[config.mk]
export PLATFORM = sky130hd
export DESIGN_NAME = tlu_core
export DESIGN_NICKNAME = d
export VERILOG_FILES = /design/src/rtl/tlu_core.sv
export SDC_FILE = /design/constraint.sdc
export NUM_CORES = 1
export LEC_CHECK = 0
export BUFFER_PORTS_ARGS = -buffer_cell sky130_fd_sc_hd__buf_2
export CORE_AREA = 2 2 39 41
export DETAILED_ROUTE_END_ITERATION = 6
export DIE_AREA = 0 0 41 43
export PLACE_DENSITY = 0.61
export SYNTH_ARGS = -nofsm -noshare
export SYNTH_HDL_FRONTEND = slang
export SYNTH_SLANG_ARGS = --single-unit
[constraint.sdc]
create_clock -name vclk -period 1.3
set_input_delay 0.065 -clock vclk [all_inputs]
set_output_delay 0.065 -clock vclk [all_outputs]
set_load 0.05 [all_outputs]
[src/rtl/tlu_core.sv]
module tlu_core #(
  parameter int OPW = 4
) (
  input  logic [OPW-1:0] op_i,
  input  logic [1:0]     a_i,
  input  logic [1:0]     b_i,
  output logic [1:0]     res_o,
  output logic           err_o,
  output logic [2:0]     dec_o
);

  localparam logic [1:0] T0 = 2'b00, T1 = 2'b01, T2 = 2'b10;

  function automatic logic [1:0] t_inv(input logic [1:0] x);
    return (x == T0) ? T2 : (x == T2) ? T0 : x;
  endfunction

  function automatic logic [1:0] t_inc(input logic [1:0] x);
    return (x == T0) ? T1 : (x == T1) ? T2 : T0;
  endfunction

  logic [1:0] lo, hi, dn;
  logic       a_bad, b_bad, dyadic, used;

  assign a_bad  = (a_i == 2'b11);
  assign b_bad  = (b_i == 2'b11);
  assign lo     = (a_i < b_i) ? a_i : b_i;
  assign hi     = (a_i < b_i) ? b_i : a_i;
  assign dn     = t_inc(t_inc(a_i));
  assign dyadic = (op_i >= OPW'(9)) && (op_i <= OPW'(12));
  assign used   = (op_i <= OPW'(13));
  assign err_o  = used && (a_bad || (dyadic && b_bad));

  genvar k;
  generate
    for (k = 0; k < 3; k++) begin : g_dec
      assign dec_o[k] = (a_i == 2'(k));
    end
  endgenerate

  always_comb begin
    res_o = T0;
    if (!err_o) begin
      case (op_i)
        OPW'(0):  res_o = t_inv(a_i);
        OPW'(1):  res_o = (a_i == T0) ? T2 : T0;
        OPW'(2):  res_o = (a_i == T2) ? T0 : T2;
        OPW'(3):  res_o = t_inc(a_i);
        OPW'(4):  res_o = dn;
        OPW'(5):  res_o = a_i;
        OPW'(6):  res_o = T0;
        OPW'(7):  res_o = T1;
        OPW'(8):  res_o = T2;
        OPW'(9):  res_o = t_inv(lo);
        OPW'(10): res_o = t_inv(hi);
        OPW'(11): res_o = t_inv(t_inv(lo));
        OPW'(12): res_o = t_inv(t_inv(hi));
        OPW'(13): res_o = t_inv(dn);
        default:  res_o = T0;
      endcase
    end
  end

endmodule


=== Word level (Yosys, flattened, before mapping) ===
Index checks and enable logic that the tools add are counted.

* Register bits after elaboration: 0
* Word-level logic and storage cells: 60
* Input bits: 8

* Multiplexer cells: 22
* Equality and inequality tests: 22
* $lt $le $gt $ge: 4
* Reduce and logical (&&, ||, !) cells: 12

{| class="wikitable"
|+ Operators by type and width
! cell !! number
|-
| two-way mux 2 bit || 21
|-
| one-hot mux 2 bit (13 select lines) || 1
|-
| == test 4 bit, second input constant || 6
|-
| == test 2 bit, second input constant || 8
|-
| logical NOT 2 bit || 7
|-
| == test 4 x 3 -> 1 bit, second input constant || 3
|-
| == test 4 x 2 -> 1 bit, second input constant || 2
|-
| less-or-equal comparator 4 bit, second input constant || 2
|-
| == test 2 x 1 -> 1 bit, second input constant || 2
|-
| == test 4 x 1 -> 1 bit, second input constant || 1
|-
| greater-or-equal comparator 4 bit, second input constant || 1
|-
| logical NOT 4 bit || 1
|-
| logical AND 1 bit || 3
|-
| < comparator 2 bit || 1
|-
| logical OR 1 bit || 1
|}

=== Logic depth before layout (Yosys ltp) ===
* Depth after elaboration: 11
* Depth in mapped cells: 7
* Gate-level depth less buffers: 7

=== Worst setup path after synthesis ===
Ideal clock, no wire load.

* Path type: input to output
* Start: input a_i[0]
* End: output res_o[1]
* Setup slack: -0.565 ns
* Cell stages on the path: 6
* Arrival time: 1.800 ns
* Data required time: 1.235 ns
* Path buffers: 0
* Cell sequence: inv_1 > ha_1 > and2_1 > a211oi_1 > o311ai_1 > o21ai_1

* Elaborated cells between the ends (all ways): 41

{| class="wikitable"
|+ RTL lines
! what !! RTL line !! text
|-
| start, declared || 5 || <nowiki>input logic [1:0] a_i,</nowiki>
|-
| == test 2 bit (*) || n/a ||
|-
| named net dec_o[2] || 9 || <nowiki>output logic [2:0] dec_o</nowiki>
|-
| two-way mux 2 bit (2 in series) || 15 || <nowiki>return (x == T0) ? T2 : (x == T2) ? T0 : x;</nowiki>
|-
| one-hot mux 2 bit (13 select lines) (*) || 44 || <nowiki>case (op_i)</nowiki>
|-
| two-way mux 2 bit (*) || 43 || <nowiki>if (!err_o) begin</nowiki>
|-
| end, declared || 7 || <nowiki>output logic [1:0] res_o,</nowiki>
|}

The timed path passes the listed nets; every way through them passes the cells marked *.

=== Final worst setup path ===
* Start: input a_i[1]
* End: output res_o[1]

* Longest elaborated chain between the ends: 11
* Elaborated cells between the ends (all ways): 41

{| class="wikitable"
|+ Ends and longest elaborated chain
! what !! RTL line !! text
|-
| == test 2 x 1 -> 1 bit || 19 || <nowiki>return (x == T0) ? T1 : (x == T1) ? T2 : T0;</nowiki>
|-
| two-way mux 2 bit (2 in series) || 19 ||
|-
| == test 2 x 1 -> 1 bit || 19 ||
|-
| two-way mux 2 bit (2 in series) || 19 ||
|-
| == test 2 bit || 15 ||
|-
| two-way mux 2 bit (2 in series) || 15 ||
|-
| one-hot mux 2 bit (13 select lines) || 44 ||
|-
| two-way mux 2 bit (*) || 43 ||
|}

Mark *: on every way between the ends. The rest lies on a longest branch, timed or not.

==> results.json <==
{
  "yosysSeqAreaShare_pct": 0,
  "hold_end": "err_o",
  "die_w_um": 41,
  "place_area_um2": 790,
  "die_h_um": 43,
  "synth_cells": 66,
  "crit_slowest_cell": "o221a_1",
  "critical_path.max_stage_delay_ns": 0.27,
  "grt_start_max_net_pins": 12,
  "maxSlewHeadroom_pct": 76.6,
  "vias": 607,
  "register_area_um2": 0,
  "wl_per_cell_um": 12.3,
  "antenna_found_initial": 0,
  "cp_max_fo": 5,
  "cp_num_buf_inv": 3,
  "min_path_type": "in -> out",
  "stdcell_count": 115,
  "antenna_cells": 0,
  "critPathLaunchType": "input pin",
  "timing.hold.ws_ns": 0.615,
  "fin_crit_sh_pct": 112,
  "hold_viol_final": 0,
  "peakVddDrop_uv": 150,
  "hp-start": "op_i[2]",
  "cpLargestDelayFamily": "compound AO/OA/AOI/OAI gates",
  "crit_type": "in -> out",
  "rsz0062_at_grt": "yes",
  "drt_iter0_markers": 7,
  "dp_hpwl_um": 1230,
  "synth.area.top_cells": "ha_1 22%, o21ai_0 5.4%, o22ai_2 5.4%, inv_1 4.9%, o21ai_1 4.3%",
  "netlist.top_cell.by_area": "ha_1",
  "track_usage_pct": 19.0,
  "place_congestion": 0.806,
  "startpoint": "a_i[1]",
  "final_common_cell": "buf_4",
  "synth_warnings": 0,
  "end_kind": "primary output",
  "area_growth_pct": 86.0,
  "synth.distinct_cells": 34,
  "dp.cells": 115,
  "crit_chain": "buf_12, inv_12, ha_4, nor2b_4, o22ai_2, xnor2_1, o221a_1, o21ai_4, buf_6",
  "final_util_pct": 62.4,
  "die_area_mm2": 0.00176,
  "p_per_area_mw_per_mm2": 397,
  "avgSynthCellArea_um2": 7.03,
  "synth_area_um2": 464,
  "max_freq_mhz": 688,
  "overflow": 0,
  "stdcell_area_um2": 863,
  "drive_gt1_share_pct": 62.6,
  "grt_pass1_vias": 548,
  "layout_min_cycle_time_ns": 1.45,
  "post-place-ws_ns": -0.370,
  "drv_cap": 0,
  "fill_cells": 127,
  "synth_top_area_share_pct": 21.6,
  "drc": 0,
  "maxSlewViolCount": 0,
  "p_leak_nw": 0.394,
  "initial_core_util_pct": 33.5,
  "finalWorstSetupSlack_ns": -0.154,
  "vias_per_cell": 5.28,
  "pin_count": 14,
  "nClkBuffers": 0,
  "core_area_mm2": 0.00138,
  "violations": "setup timing",
  "rows": 14,
  "dr.pass1.iters": 4,
  "finalSetupViolCount": 2,
  "finalWirelength_um": 1410,
  "required_ns": 1.24,
  "postRouteAntennaNets": 0,
  "fin_nets": 117,
  "layout_common_cells": "23 x buf_4, 9 x buf_2, 4 x o21ai_1, 4 x nand2_1",
  "outcome": "finished with violations",
  "worst_pin_slew_ns": 0.348,
  "synth_nets": 82,
  "cp_data_arrival_time_ns": 1.39,
  "n_sequential_cell": 0,
  "grt_first_pass_wirelength_um": 2440,
  "io_buffers": 14,
  "hold_path_depth": 4
}
synth_stat cells, drive strengths merged, types with 2 or more instances:
library cell / number
a21oi: 3
a31oi: 2
and3: 2
buf: 4
ha: 8
inv: 8
nand2: 4
nand2b: 2
nor2: 2
nor4: 2
o21ai: 9
o22ai: 2
xnor2: 2
routing by layer:
layer	up-vias	global-route usage, %	share of wire, %
met5	-	0	0
met4	0	1.33	0
met3	0	0.524	1.8
met2	12	33.4	54
met1	285	25.3	44
li1	310	-	-
per-stage QoR:
step                power (mW)  setup TNS, ns
global route             0.368         -0.427
CTS                      0.327         -0.325
detailed placement       0.308         -0.814
floorplan                0.204        -0.0396
finish                   0.342         -0.290
global placement         0.304         -0.707
cells by family after synthesis:
logic type,after synthesis,synth area share (%)
multiplexers,1,2.16
AND/OR/NAND/NOR,18,21.0
adder cells (fa/ha/maj),8,21.6
XOR/XNOR,2,3.77
buffers and inverters,12,12.7
AO/OA/AOI/OAI,25,38.8
final cells by class:
cell class	instances	area, um2	area share, %
inverters	8	45.0	5.22
multi-input cells	54	512	59.3
well taps	16	20.0	2.32
repair buffers	37	287	33.2
worst max-delay path by stage:
stage,end,slack (ns),depth (start not counted)
6_report,res_o[1],-0.15,9
5_1_grt,res_o[0],-0.22,10
4_1_cts,res_o[0],-0.16,9
3_5_place_dp,res_o[1],-0.37,9
3_3_place_gp,res_o[1],-0.33,9
2_1_floorplan,res_o[1],-0.04,7
where the power goes:
| group | switching, mW | total, mW | internal [mW] |
|---|---|---|---|
| clock | 0 | 0 | 0 |
| combinational | 0.180 | 0.342 | 0.162 |
| sequential | 0 | 0 | 0 |
repair_timing:
item / in CTS / in global routing
gates resized for setup: 11 / 13
gates cloned: 0 / 0
hold buffers: 0 / 0
setup endpoints to repair: 3 / 3
setup buffers: 0 / 0
pin swaps: 3 / 2
No activity file was read; power rests on OpenSTA's default activity.
